==> src/rtl/march_selftest_pkg.sv <==
package march_selftest_pkg;

  typedef enum logic [2:0] {
    ST_IDLE,
    ST_INIT,
    ST_UP,
    ST_DOWN,
    ST_DONE
  } stateT;

  // bit 1 = write, bit 0 = data background value
  typedef enum logic [1:0] {
    OP_R0 = 2'b00,
    OP_R1 = 2'b01,
    OP_W0 = 2'b10,
    OP_W1 = 2'b11
  } opT;

  typedef struct packed {
    logic descend;
    logic twoOps;
    opT   first;
    opT   second;
  } elemT;

  // control -> datapath strobes
  typedef struct packed {
    logic opValid;
    logic opWrite;
    logic opBit;
    logic addrLoadLo;
    logic addrLoadHi;
    logic addrUp;
    logic addrDown;
    logic runStart;
    logic runFinish;
  } strobeT;

  function automatic logic [2:0] lastElemIdx(input logic longSeq);
    return longSeq ? 3'd7 : 3'd5;
  endfunction

  // Element table for both sequences, computed from the index.
  // Short sequence: directions U U U D D U. Long one: U U D U D U D U.
  // Inner elements alternate (r0,w1) on odd and (r1,w0) on even indices.
  function automatic elemT marchElem(input logic longSeq, input logic [2:0] idx);
    elemT e;
    e.descend = 1'b0;
    e.twoOps  = 1'b0;
    e.first   = OP_W0;
    e.second  = OP_W0;
    if (idx == 3'd0) begin
      e.first = OP_W0;
    end else if (idx == lastElemIdx(longSeq)) begin
      e.first = OP_R0;
    end else begin
      e.twoOps  = 1'b1;
      e.descend = longSeq ? ~idx[0] : (idx >= 3'd3);
      if (idx[0]) begin
        e.first  = OP_R0;
        e.second = OP_W1;
      end else begin
        e.first  = OP_R1;
        e.second = OP_W0;
      end
    end
    return e;
  endfunction

endpackage

==> src/rtl/march_selftest_ctrl.sv <==
module march_selftest_ctrl
  import march_selftest_pkg::*;
#(
  parameter int ADDR_W = 4
) (
  input  logic   clk,
  input  logic   rstN,
  input  logic   testEn,
  input  logic   algoSel,
  input  logic   addrAtMin,
  input  logic   addrAtMax,
  output strobeT strb,
  output logic   busy
);

  localparam int DEPTH = 1 << ADDR_W;
  localparam int CNT_W = ADDR_W + 4;

  stateT      state, stateNx;
  logic       algoQ;
  logic [2:0] elemIdx;
  logic       opSecond;
  logic       testEnQ;

  elemT curElem, nxtElem;
  opT   curOp;
  logic lastOp, atEnd, isLastElem;

  assign curElem    = marchElem(algoQ, elemIdx);
  assign nxtElem    = marchElem(algoQ, elemIdx + 3'd1);
  assign curOp      = opSecond ? curElem.second : curElem.first;
  assign lastOp     = !curElem.twoOps || opSecond;
  assign atEnd      = curElem.descend ? addrAtMin : addrAtMax;
  assign isLastElem = (elemIdx == lastElemIdx(algoQ));
  assign busy       = (state != ST_IDLE);

  always_comb begin
    strb    = '0;
    stateNx = state;
    case (state)
      ST_IDLE: begin
        if (testEn && !testEnQ) begin
          strb.runStart = 1'b1;
          stateNx       = ST_INIT;
        end
      end
      ST_INIT: begin
        strb.addrLoadHi = curElem.descend;
        strb.addrLoadLo = !curElem.descend;
        stateNx         = curElem.descend ? ST_DOWN : ST_UP;
      end
      ST_UP, ST_DOWN: begin
        strb.opValid = 1'b1;
        strb.opWrite = curOp[1];
        strb.opBit   = curOp[0];
        if (lastOp) begin
          if (!atEnd) begin
            strb.addrUp   = !curElem.descend;
            strb.addrDown = curElem.descend;
          end else if (isLastElem) begin
            stateNx = ST_DONE;
          end else begin
            strb.addrLoadHi = nxtElem.descend;
            strb.addrLoadLo = !nxtElem.descend;
            stateNx         = nxtElem.descend ? ST_DOWN : ST_UP;
          end
        end
      end
      ST_DONE: begin
        strb.runFinish = 1'b1;
        stateNx        = ST_IDLE;
      end
      default: stateNx = ST_IDLE;
    endcase
  end

  always_ff @(posedge clk or negedge rstN) begin
    if (!rstN) begin
      state    <= ST_IDLE;
      algoQ    <= 1'b0;
      elemIdx  <= 3'd0;
      opSecond <= 1'b0;
      testEnQ  <= 1'b0;
    end else begin
      testEnQ <= testEn;
      state   <= stateNx;
      if (strb.runStart) begin
        algoQ    <= algoSel;
        elemIdx  <= 3'd0;
        opSecond <= 1'b0;
      end else if (strb.opValid) begin
        if (!lastOp) begin
          opSecond <= 1'b1;
        end else begin
          opSecond <= 1'b0;
          if (atEnd && !isLastElem) elemIdx <= elemIdx + 3'd1;
        end
      end
    end
  end

  // operation counter kept for the run-length check
  logic [CNT_W-1:0] opCount;
  always_ff @(posedge clk or negedge rstN) begin
    if (!rstN)             opCount <= '0;
    else if (strb.runStart) opCount <= '0;
    else if (strb.opValid)  opCount <= opCount + 1'b1;
  end

  // R4 (short sequence) and R5 (long sequence): run length in operations
  assert_op_total_R4: assert property (@(posedge clk) disable iff (!rstN)
    (state == ST_DONE) |->
      (opCount == (algoQ ? CNT_W'(14 * DEPTH) : CNT_W'(10 * DEPTH))));

  assert_one_addr_cmd_R6: assert property (@(posedge clk) disable iff (!rstN)
    $onehot0({strb.addrLoadLo, strb.addrLoadHi, strb.addrUp, strb.addrDown}));

  assert_done_to_idle_R3: assert property (@(posedge clk) disable iff (!rstN)
    (state == ST_DONE) |=> !busy);

endmodule

==> src/rtl/march_selftest_dp.sv <==
module march_selftest_dp
  import march_selftest_pkg::*;
#(
  parameter int ADDR_W = 4,
  parameter int DATA_W = 8
) (
  input  logic              clk,
  input  logic              rstN,
  input  logic              busy,
  input  strobeT            strb,
  input  logic              funcEn,
  input  logic              funcWe,
  input  logic [ADDR_W-1:0] funcAddr,
  input  logic [DATA_W-1:0] funcWrData,
  output logic              memEn,
  output logic              memWe,
  output logic [ADDR_W-1:0] memAddr,
  output logic [DATA_W-1:0] memWrData,
  input  logic [DATA_W-1:0] memRdData,
  output logic              addrAtMin,
  output logic              addrAtMax,
  output logic              failValid,
  output logic [ADDR_W-1:0] failAddr,
  output logic [DATA_W-1:0] failMask,
  output logic              stickyFail,
  output logic              testDone,
  output logic              testPass
);

  logic [ADDR_W-1:0] addr;
  logic [ADDR_W-1:0] addrQ;
  logic              rdPendQ;
  logic              expBitQ;
  logic [DATA_W-1:0] expWord;
  logic              mismatch;

  // address generator
  always_ff @(posedge clk or negedge rstN) begin
    if (!rstN)               addr <= '0;
    else if (strb.addrLoadLo) addr <= '0;
    else if (strb.addrLoadHi) addr <= '1;
    else if (strb.addrUp)     addr <= addr + 1'b1;
    else if (strb.addrDown)   addr <= addr - 1'b1;
  end

  assign addrAtMin = (addr == '0);
  assign addrAtMax = (addr == '1);

  // memory input multiplexer
  assign memEn     = busy ? strb.opValid : funcEn;
  assign memWe     = busy ? strb.opWrite : funcWe;
  assign memAddr   = busy ? addr : funcAddr;
  assign memWrData = busy ? {DATA_W{strb.opBit}} : funcWrData;

  // one-stage alignment with the memory read latency
  always_ff @(posedge clk or negedge rstN) begin
    if (!rstN) begin
      rdPendQ <= 1'b0;
      expBitQ <= 1'b0;
      addrQ   <= '0;
    end else begin
      rdPendQ <= strb.opValid && !strb.opWrite;
      expBitQ <= strb.opBit;
      addrQ   <= addr;
    end
  end

  assign expWord  = {DATA_W{expBitQ}};
  assign mismatch = rdPendQ && (memRdData != expWord);

  // response analyser
  always_ff @(posedge clk or negedge rstN) begin
    if (!rstN) begin
      failValid  <= 1'b0;
      failAddr   <= '0;
      failMask   <= '0;
      stickyFail <= 1'b0;
      testDone   <= 1'b0;
      testPass   <= 1'b0;
    end else begin
      failValid <= mismatch;
      if (mismatch) begin
        failAddr <= addrQ;
        failMask <= memRdData ^ expWord;
      end
      if (strb.runStart)  stickyFail <= 1'b0;
      else if (mismatch)  stickyFail <= 1'b1;
      testDone <= strb.runFinish;
      if (strb.runStart)       testPass <= 1'b0;
      else if (strb.runFinish) testPass <= !(stickyFail || mismatch);
    end
  end

  assert_addr_step_R6: assert property (@(posedge clk) disable iff (!rstN)
    strb.addrUp |=> (addr == ADDR_W'($past(addr) + 1'b1)));

  assert_fail_in_run_R7: assert property (@(posedge clk) disable iff (!rstN)
    failValid |-> $past(busy, 2));

  assert_done_pulse_R8: assert property (@(posedge clk) disable iff (!rstN)
    testDone |=> !testDone);

endmodule

==> src/rtl/march_selftest.sv <==
module march_selftest
  import march_selftest_pkg::*;
#(
  parameter int ADDR_W = 4,
  parameter int DATA_W = 8
) (
  input  logic              clk,
  input  logic              rstN,
  input  logic              testEn,
  input  logic              algoSel,
  input  logic              funcEn,
  input  logic              funcWe,
  input  logic [ADDR_W-1:0] funcAddr,
  input  logic [DATA_W-1:0] funcWrData,
  output logic              memEn,
  output logic              memWe,
  output logic [ADDR_W-1:0] memAddr,
  output logic [DATA_W-1:0] memWrData,
  input  logic [DATA_W-1:0] memRdData,
  output logic              testBusy,
  output logic              testDone,
  output logic              testPass,
  output logic              stickyFail,
  output logic              failValid,
  output logic [ADDR_W-1:0] failAddr,
  output logic [DATA_W-1:0] failMask
);

  strobeT strb;
  logic   busy;
  logic   addrAtMin, addrAtMax;

  assign testBusy = busy;

  march_selftest_ctrl #(.ADDR_W(ADDR_W)) u_ctrl (
    .clk       (clk),
    .rstN      (rstN),
    .testEn    (testEn),
    .algoSel   (algoSel),
    .addrAtMin (addrAtMin),
    .addrAtMax (addrAtMax),
    .strb      (strb),
    .busy      (busy)
  );

  march_selftest_dp #(.ADDR_W(ADDR_W), .DATA_W(DATA_W)) u_dp (
    .clk        (clk),
    .rstN       (rstN),
    .busy       (busy),
    .strb       (strb),
    .funcEn     (funcEn),
    .funcWe     (funcWe),
    .funcAddr   (funcAddr),
    .funcWrData (funcWrData),
    .memEn      (memEn),
    .memWe      (memWe),
    .memAddr    (memAddr),
    .memWrData  (memWrData),
    .memRdData  (memRdData),
    .addrAtMin  (addrAtMin),
    .addrAtMax  (addrAtMax),
    .failValid  (failValid),
    .failAddr   (failAddr),
    .failMask   (failMask),
    .stickyFail (stickyFail),
    .testDone   (testDone),
    .testPass   (testPass)
  );

endmodule

==> config.mk <==
export PLATFORM = sky130hd
export DESIGN_NAME = march_selftest
export DESIGN_NICKNAME = d
export VERILOG_FILES = /design/src/rtl/march_selftest_pkg.sv /design/src/rtl/march_selftest_ctrl.sv /design/src/rtl/march_selftest_dp.sv /design/src/rtl/march_selftest.sv
export SDC_FILE = /design/constraint.sdc
export NUM_CORES = 1
export LEC_CHECK = 0
export ABC_CLOCK_PERIOD_IN_PS = 2800
export BUFFER_PORTS_ARGS = -buffer_cell sky130_fd_sc_hd__buf_2
export CAP_MARGIN = 0
export CELL_PAD_IN_SITES_DETAIL_PLACEMENT = 0
export CELL_PAD_IN_SITES_GLOBAL_PLACEMENT = 2
export CORE_AREA = 2 2 87 89
export DETAILED_ROUTE_END_ITERATION = 10
export DIE_AREA = 0 0 89 91
export PLACE_DENSITY_LB_ADDON = 0.1
export SETUP_SLACK_MARGIN = 0.4
export SLEW_MARGIN = 20
export SYNTH_ARGS = -nofsm -noshare
export SYNTH_HDL_FRONTEND = slang
export SYNTH_SLANG_ARGS = --single-unit
==> constraint.sdc <==
create_clock -name clk -period 2.8 [get_ports clk]
set_input_delay 0.14 -clock clk [delete_from_list [all_inputs] [get_ports clk]]
set_output_delay 0.14 -clock clk [all_outputs]
set_load 0.01 [all_outputs]
# --- Word level (Yosys, flattened, before mapping) ---
# Cells that the tools add are included.
# Widths: inputs -> output; s select.
classes:
  mux: 50
  order_cmp: 2
  reduce_logical: 27
  bitwise: 3
  addsub: 3
  n_eq_ne: 11
ops:
  columns: ["operator", "n"]
  rows:
  - ["$mux 3", 10]
  - ["$mux 2", 13]
  - ["$mux 4", 6]
  - ["$mux 1", 18]
  - ["$reduce_bool 2->1", 5]
  - ["$logic_not 3->1", 3]
  - ["$pmux 3 s3", 1]
  - ["$mux 8", 1]
  - ["$ne 8x8->1", 1]
  - ["$xor 8x8->8", 1]
  - ["$logic_not 1->1", 7]
  - ["$eq 3x2->1 const B", 2]
  - ["$eq 3x3->1", 2]
  - ["$ge 3x2->1 const B", 2]
  - ["$ne 2x1->1 const B", 3]
  - ["$reduce_and 3->1", 2]
  - ["$add 4x1->4 const B", 1]
  - ["$eq 4x4->1 const B", 1]
  - ["$logic_and 1x1->1", 4]
  - ["$logic_not 4->1", 1]
  - ["$pmux 2 s2", 1]
  - ["$reduce_bool 4->1", 1]
  - ["$sub 4x1->4 const B", 1]
  - ["$add 3x1->3 const B", 1]
  - ["6 further kinds", 8]
totals:
  input_bits: 26
  elab_cells: 111
  reg_bits: 35
  out_inout_bits: 31

# --- Longest topological paths before layout ---
# Gate-level depths: netlist of the first run.
logic_depth:
  ltp_word: 14
  depth_mapped: 12
  depth_no_buf: 11

# --- Hierarchy ---
# From an unflattened synthesis of the first run, not the netlist that was laid out.
unflattened:
  cells_unflattened: 194
  hier_area_um2: 2052.0
modules_own_cells:
  columns: ["module", "n_inst", "area_each_um2", "cells_each", "seq_area_each_um2"]
  rows:
  - ["march_selftest_dp", 1, 1325.0, 113, 650.6]
  - ["march_selftest_ctrl", 1, 726.9, 81, 225.2]

# --- Worst setup path before layout of the first run ---
# Ideal clock, no wire load.
synth_path:
  kind: "reg-to-reg"
  start: "register u_ctrl.elemIdx[1]"
  end: "register u_dp.addr[3]"
  t_arrival_ps: 2511
  required_time_ps: 2675
  stages_incl_launch_ff: 12
  setup_slack_ps: 164
  path_buffers: 0
  synth_period_minus_slack_ps: 2636
  setup_ps: 125
  path_cell_list: "dfrtp_1 > ha_1 > ha_1 > a2111o_1 > nand4_2 > o211ai_1 > ha_1 > a21o_1 > a21oi_1 > xor2_1 > o21ba_1 > o22ai_2"
synth_via:
  elab_chain_len: 11
  word_cells_on_any_way: 28
  classes_between: "add/sub (1); order compare (2); eq/ne (2); mux (16); reduce/logical (7)"
synth_rtl:
  columns: ["item", "line", "source"]
  rows:
  - ["from (decl)", "march_selftest_ctrl.sv:21", "logic [2:0] elemIdx;"]
  - ["from (signal assigned)", "march_selftest_ctrl.sv:96", "if (atEnd && !isLastElem) elemIdx <= elemIdx + 3'd1;"]
  - ["$add 3x1->3 or $ge 3x2->1 (tied branches)", "march_selftest_ctrl.sv:30, march_selftest_pkg.sv:58", null]
  - ["$ge 3x2->1 or $mux 1 (tied branches)", "march_selftest_pkg.sv:58", "e.descend = longSeq ? ~idx[0] : (idx >= 3'd3);"]
  - ["$mux 1 or $mux 2 (tied branches)", "march_selftest_pkg.sv:58, march_selftest_pkg.sv:54", null]
  - ["$mux 2, on equally long branches", "march_selftest_pkg.sv:54, march_selftest_pkg.sv:52", null]
  - ["$mux 2 (tied with other cells)", "march_selftest_pkg.sv:52", "if (idx == 3'd0) begin"]
  - ["$mux 2 (tied with other cells)", "march_selftest_ctrl.sv:60", "end else if (isLastElem) begin"]
  - ["$mux 2 (tied with other cells)", "march_selftest_ctrl.sv:57", "if (!atEnd) begin"]
  - ["$mux 4 (tied with other cells)", "march_selftest_ctrl.sv:56", "if (lastOp) begin"]
  - ["$pmux 2 s2 (tied with other cells)", "march_selftest_ctrl.sv:40", "case (state)"]
  - ["$mux 4 or $pmux 2 s2 (tied branches)", "march_selftest_dp.sv:41, march_selftest_ctrl.sv:40", null]
  - ["$mux 4 or $reduce_bool 4->1 (tied branches)", null, null]
  - ["to (signal assigned)", "march_selftest_dp.sv:42", "else if (strb.addrUp) addr <= addr + 1'b1;"]
  - ["to (signal assigned)", "march_selftest_dp.sv:43", "else if (strb.addrDown) addr <= addr - 1'b1;"]
  - ["to (decl)", "march_selftest_dp.sv:30", "logic [ADDR_W-1:0] addr;"]
# Several ways; a longest one is shown, not always the timed one.
# A chain may end at the register's enable or synchronous reset.

# --- Worst setup path in the final report of the first run ---
layout_path:
  start: "register u_ctrl.elemIdx[0]"
  end: "register u_dp.addr[3]"
layout_via:
  elab_chain_len: 11
  word_cells_on_any_way: 30
  classes_between: "add/sub (1); order compare (2); eq/ne (2); mux (16); bitwise (2); reduce/logical (7)"
layout_rtl:
  columns: ["item", "line", "source"]
  rows:
  - ["$add 3x1->3 (tied with other cells)", "march_selftest_ctrl.sv:30", "assign nxtElem = marchElem(algoQ, elemIdx + 3'd1);"]
  - ["$ge 3x2->1 (tied with other cells)", "march_selftest_pkg.sv:58", null]
  - ["$mux 1 or $mux 2 (tied branches)", "march_selftest_pkg.sv:58, march_selftest_pkg.sv:54", null]
  - ["$mux 2, on equally long branches", "march_selftest_pkg.sv:54, march_selftest_pkg.sv:52", null]
  - ["$mux 2 (tied with other cells)", "march_selftest_pkg.sv:52", null]
  - ["$mux 2 (tied with other cells)", "march_selftest_ctrl.sv:60", null]
  - ["$mux 2 (tied with other cells)", "march_selftest_ctrl.sv:57", null]
  - ["$mux 4 (tied with other cells)", "march_selftest_ctrl.sv:56", null]
  - ["$pmux 2 s2 (tied with other cells)", "march_selftest_ctrl.sv:40", null]
  - ["$mux 4 or $pmux 2 s2 (tied branches)", "march_selftest_dp.sv:41, march_selftest_ctrl.sv:40", null]
  - ["$mux 4 or $reduce_bool 4->1 (tied branches)", null, null]
# Several ways; a longest one is shown, not always the timed one.

==> results.toml, run 1 <==
[die]
start_util = 0.273
dieArea_sq_um = 8100
ios = 57
die_w_um = 89
chipHeight_um = 91
core-area_sq_um = 7140
rows = 31

[routing]
ant_nets = 0
drt-total-wl_um = 4700
num_vias = 1658
viasPerCell = 4.46
routedWlPerCell_um = 12.6
first_iter_violations = 60
drc = 0
first_pass_iters = 4

[logic_synthesis]
syn-cell-area_sq_um = 1950
netlist.area_leader.share = 0.449
synth_cell_types = 47
async_flop_share = 1.00
syn_area_per_cell_sq_um = 9.81
synth_nets = 233
synth_ff_type = "dfrtp_1"
syn_inst = 199
synth_xor_area_frac = 0.0538
ys_seq_elements = 35
synth_fa_ha_area_frac = 0.0551
seq_area_frac_synth = 0.449
synth-edff-count = 0
synth_top_family_by_area = "simple AND/OR/NAND/NOR gates"
synthSimpleGateAreaFrac = 0.180
synth_warnings = 0
ys_top_cells_by_area = "dfrtp_1 (45%), nand2_1 (6.3%), o21ai_0 (4.6%), ha_1 (4.5%), a21o_1 (4.2%)"
synth_compound_area_frac = 0.175
yosysTopAreaCell = "dfrtp_1"
muxShareOfSynthArea = 0.0513

[finish]
seq_area_sq_um = 878
fillers = 766
diodes = 0
nets = 307
multi_input_area_sq_um = 1080
drive_above_1_share = 0.366
post-route-cell-area_sq_um = 2630
area_growth_pct = 34.6

[power]
p_clk_frac = 0.104
p_leak_uw = 0.00128
cellPowerDensity_nw_per_um2 = 1330
p_sw_uw = 1490
power_frac_comb = 0.629
p_seq_frac = 0.268
total_power_uw = 3500
peakVddDrop_uv = 492
intPower_uw = 2010
swShare = 0.427

[critical_path]
critPathMaxFanout = 3
start_kind = "flip-flop"
crit_arrival_ns = 2.67
end_kind = "flip-flop"
required_ns = 3.00
path_class = "flip-flop to flip-flop"

[global_routing]
grt_pass1_wl_um = 7610
grt_max_degree = 36
grt_pass1_vias = 1591
grt-ovfl-total = 0
antenna_found_initial = 0
grt_usage = 0.121

[clock_tree]
h-tree-depth = 2
cts_tree = "done"
cts.sinks = 35
numCtsBuffers = 5
cts_root_buf = "clkbuf_8"
clkLatencyLatePin_ns = 0.28
clock_path_buffers = 2
clk_pin_slew_worst_paths_ns = 0.07

[timing]
worstMarginPinSlew_ns = 0.797
finalSetupViolations = 0
setup_tns_ns = 0
fin_crit_sh = 0.882
layout_min_cycle_time_ns = 2.47
setup_ws_ns = 0.329
timing_hold_violations_final = 0
skew_ns = 0.00959
rsz0062_at_grt = "yes"
drv_slew = 0
fmax_mhz = 405
hold_slack_ns = 0.0883
maxSlewHeadroom = 0.469

[hold_path]
hold_path_class = "input pin to flip-flop"

[placed_design]
place_ws_ns = 0.179
placed_cell_area_sq_um = 2390
place_congestion = 0.779
io_buffers = 56
dp_hpwl_um = 3450

[run_status]
run_status = "completed"

[job]
maxCapViolCount = 0
-- cells in the mapped netlist (all sizes together) (2+ instances only) --
cell and n:
a21o 11, a21oi 4, mux2 5, and4 2, nor4 3, nor2 11, buf 3, clkbuf 4
a211oi 2, o21ai 19, nand2 33, ha 7, nor3 4, nor2b 3, mux2i 4, nand4 2
inv 9, xor2 3, xnor2 9, o2bb2ai 2, dfrtp 35, nand2b 4
-- area by class of cell --
type | count | share of cell area
Inverter | 9 | 0.0129
Sequential cell | 35 | 0.334
Clock inverter | 1 | 0.00190
Multi-Input combinational cell | 148 | 0.410
Timing Repair Buffer | 74 | 0.163
Tap cell | 99 | 0.0471
Clock buffer | 6 | 0.0314
-- per-layer routing --
| metal | share of wire | track usage | vias to the layer above | wire [um] |
|---|---|---|---|---|
| li1 | - | - | 839 | - |
| met1 | 0.45 | 0.152 | 761 | 2100 |
| met2 | 0.48 | 0.206 | 54 | 2270 |
| met3 | 0.055 | 0.0182 | 4 | 260 |
| met4 | 0.015 | 0.0448 | 0 | 70 |
| met5 | 0 | 0 | - | 0 |
-- through the flow --
| step | cells | utilization |
|---|---|---|
| floorplan | 199 | - |
| global placement | 355 | 0.336 |
| detailed placement | 355 | 0.336 |
| CTS | 370 | 0.363 |
| global route | 372 | 0.368 |
| finish | 372 | 0.368 |
-- path summary, 6_finish.rpt --
path	slack (ns)	to	start	cells after the start
setup / recovery	0.33	u_dp.addr[3]	u_ctrl.elemIdx[0]	11
hold / removal	0.09	u_ctrl.algoQ	algoSel	2
setup reg to reg	0.33	u_dp.addr[3]	u_ctrl.elemIdx[0]	11
hold reg to reg	0.44	u_dp.failAddr[1]	u_dp.addrQ[1]	2
max in group asynchronous	1.76	u_ctrl.elemIdx[1]	rstN	2
min in group asynchronous	0.48	u_dp.failMask[1]	rstN	2
-- logic make-up (layout without fill, tap and decap cells) --
family                     count (synthesis)  after routing
AOI/OAI and AO/OA                         48             48
xor gates and xnor gates                  12             12
adders and majority gates                  8              8
buffers and inverters                     16             90
DFF                                       35             35
muxes                                      9              9
and+or+nand+nor                           71             71
-- power groups by stage --
stage	clock network (uW)	logic, uW	registers [uW]
CTS	389	2170	939
detailed placement	0	2010	956
floorplan	0	1400	931
finish	363	2200	936
global placement	0	2030	954
global route	403	2470	972
-- critical path, stage by stage (launching register included) --
cell	delay, ns
dfrtp_2	0.43
buf_6	0.13
buf_6	0.11
a2111o_1	0.44
nand4_4	0.09
o211ai_1	0.11
ha_1	0.31
a21o_1	0.16
a21oi_2	0.14
xor2_1	0.19
a22oi_1	0.10
o22ai_2	0.17
-- flip-flops by register name (all words and copies together), names as in the netlist --
signal / flops
u_ctrl.algoQ: 1
u_ctrl.elemIdx: 3
u_ctrl.opSecond: 1
u_ctrl.state: 3
u_ctrl.testEnQ: 1
u_dp.addr: 4
u_dp.addrQ: 4
u_dp.expBitQ: 1
u_dp.failAddr: 4
u_dp.failMask: 8
u_dp.failValid: 1
u_dp.rdPendQ: 1
u_dp.stickyFail: 1
u_dp.testDone: 1
u_dp.testPass: 1
-- cells in the final DEF (no fill, tap or decap), types with 4 or more instances in the layout --
cell	synthesis	layout
mux2i_1	4	4
o21ai_0	18	16
a21o_1	11	11
clkbuf_8	0	6
mux2_2	4	4
buf_4	0	14
dfrtp_1	35	33
nor2_1	11	11
inv_1	9	9
nand2_1	33	33
nand2b_1	4	4
buf_2	2	56
xnor2_1	9	9
-- repair_timing --
item                                    in CTS  in global routing
pin swaps                                    8                  7
setup buffers                                6                  2
hold buffers                                 2                  0
gates resized for setup                      8                  7
endpoints found under the setup margin      13                 13
hold endpoints to repair                    36                  0
Note: power is estimated with default switching activity, not from simulation.
==> run 2, diff against run 1 <==
- RECOVER_POWER: default -> 25
==> run 2 against run 1 <==
The flow now finishes with violations (capacitance limit, slew limit). Cell area shrank 0.86%. Sequential power is 0.6% higher. Sequential cell count unchanged. Combinational power about the same. Global-route usage is the same. Register-to-register slack is essentially flat. Critical endpoint unchanged. Largest power group unchanged.
==> results.toml, run 2 (synthesis gave the netlist of run 1 again) <==
[run_status]
run_status = "complete, but fails checks"
violations = "capacitance limit, slew limit"

[placed_design]
place_ws_ns = 0.179
dp_hpwl_um = 3450
place_congestion = 0.779
placed_cell_area_sq_um = 2390
place_inst = 355
io_buffers = 56

[critical_path]
crit_arrival_ns = 2.67
critPathMaxStageDelay_ns = 0.44
r2r_cells = 11
end_kind = "flip-flop"
r2r-start = "u_ctrl.elemIdx[0]"
path_common_cell = "buf_6"
path_class = "flip-flop to flip-flop"
crit_path_cell_trace = "buf_6 -> buf_6 -> a2111o_1 -> nand4_4 -> o211ai_1 -> ha_1 -> a21o_1 -> a21oi_2 -> xor2_1 -> a22oi_1 -> o22ai_2"
reg2reg_setup_slack_ns = 0.33
setup.worst_path.end = "u_dp.addr[3]"
required_ns = 3.00
start_kind = "flip-flop"
reg2reg_to = "u_dp.addr[3]"
slowest_stage = "a2111o_1"
crit_start = "u_ctrl.elemIdx[0]"
critPathMaxFanout = 3

[routing]
viasPerCell = 4.46
drt-total-wl_um = 4730
drc = 0
first_iter_violations = 61
first_pass_iters = 4
num_vias = 1660
ant_nets = 0
routedWlPerCell_um = 12.7

[die]
ios = 57
rows = 31
chipHeight_um = 91
start_util = 0.273
core-area_sq_um = 7140
dieArea_sq_um = 8100
die_w_um = 89

[clock_tree]
cts_root_buf = "clkbuf_8"
cts.sinks = 35
clock_path_buffers = 2
h-tree-depth = 2
clkLatencyLatePin_ns = 0.28
numCtsBuffers = 5
cts_tree = "done"
clk_pin_slew_worst_paths_ns = 0.07

[finish]
drive_above_1_share = 0.300
fin_cells = 372
regMostFlops = "u_dp.failMask"
seq_area_sq_um = 878
fillers = 770
area_growth_pct = 33.5
multi_input_area_sq_um = 1080
diodes = 0
final_common_cell = "buf_2"
post-route-cell-area_sq_um = 2610
nets = 307
final_cell_mix = "buf_2 (38), nand2_1 (33), dfrtp_1 (33), clkbuf_1 (18), o21ai_0 (16)"
largest_reg_flops = 8

[timing]
drv_slew = 36
layout_min_cycle_time_ns = 2.47
setup_ws_ns = 0.329
fin_crit_sh = 0.882
fmax_mhz = 405
finalSetupViolations = 0
timing_hold_violations_final = 0
worstMarginPinSlew_ns = 1.93
rsz0062_at_grt = "yes"
maxSlewHeadroom = -0.283
setup_tns_ns = 0
skew_ns = 0.00897

[job]
maxCapViolCount = 1

[global_routing]
antenna_found_initial = 0
grt_pass1_vias = 1591
grt_pass1_wl_um = 7610
grt-ovfl-total = 0
grt_usage = 0.121
grt_max_degree = 36

[hold_path]
hold_start = "algoSel"
hold_path_class = "input pin to flip-flop"
hold_depth = 2

[power]
p_leak_uw = 0.00123
peakVddDrop_uv = 492
total_power_uw = 3480
cellPowerDensity_nw_per_um2 = 1340
[run 2: changes by cell type in the layout (fill, tap and decap cells not counted)]
cell | previous run | this run
buf_2 | 56 | 38
clkbuf_1 | 0 | 18
[run 2: metrics by stage]
step,hold WS [ns],util
final,0.0884,0.365
after global routing,0.0832,0.365
after CTS,0.0749,0.363
after detailed placement,0.269,0.336
after global placement,0.269,0.336
after floorplan,-0.156,-
[run 2: report_power, final]
part | internal [uW] | switching, uW | leakage [uW]
clock | 193 | 170 | 0.0000470
combinational | 1050 | 1120 | 0.000754
sequential | 735 | 207 | 0.000426
[run 2: final cells by class]
type,instances,area share
clock buffer,6,0.0317
clock inverter,1,0.00192
inverter,9,0.0130
multi-input combinational,148,0.413
sequential,35,0.337
tap,99,0.0476
timing repair buffer,74,0.156
[run 2: critical path: cells and delay by family (launching register included)]
family                   cells  cell delay (ns)
buffers and inverters        2             0.24
AND/OR/NAND/NOR              1             0.09
adder cells (fa/ha/maj)      1             0.31
flip-flops                   1             0.43
XOR/XNOR                     1             0.19
AO/OA/AOI/OAI                6             1.12
[run 2: what timing repair did]
action                     CTS  global route
setup endpoints to repair   13            13
buffers inserted             6             2
hold buffers                 2             0
hold endpoints to repair    36             0
pin swaps                    8             7
gates resized for setup      8             7
[run 2: worst min path at each step]
stage	endpoint
after floorplan	u_ctrl.algoQ
after global placement	u_ctrl.testEnQ
after detailed placement	u_ctrl.testEnQ
after CTS	u_ctrl.algoQ
after global routing	u_ctrl.algoQ
final	u_ctrl.algoQ
[run 2: per-layer routing]
layer / global-route usage / wire, um / part of all wire / vias up
met5: 0 / 0 / 0 / -
met3: 0.0182 / 269 / 0.057 / 4
met1: 0.152 / 2120 / 0.45 / 764
met2: 0.206 / 2270 / 0.48 / 54
li1: - / - / - / 838
met4: 0.0448 / 70 / 0.015 / 0
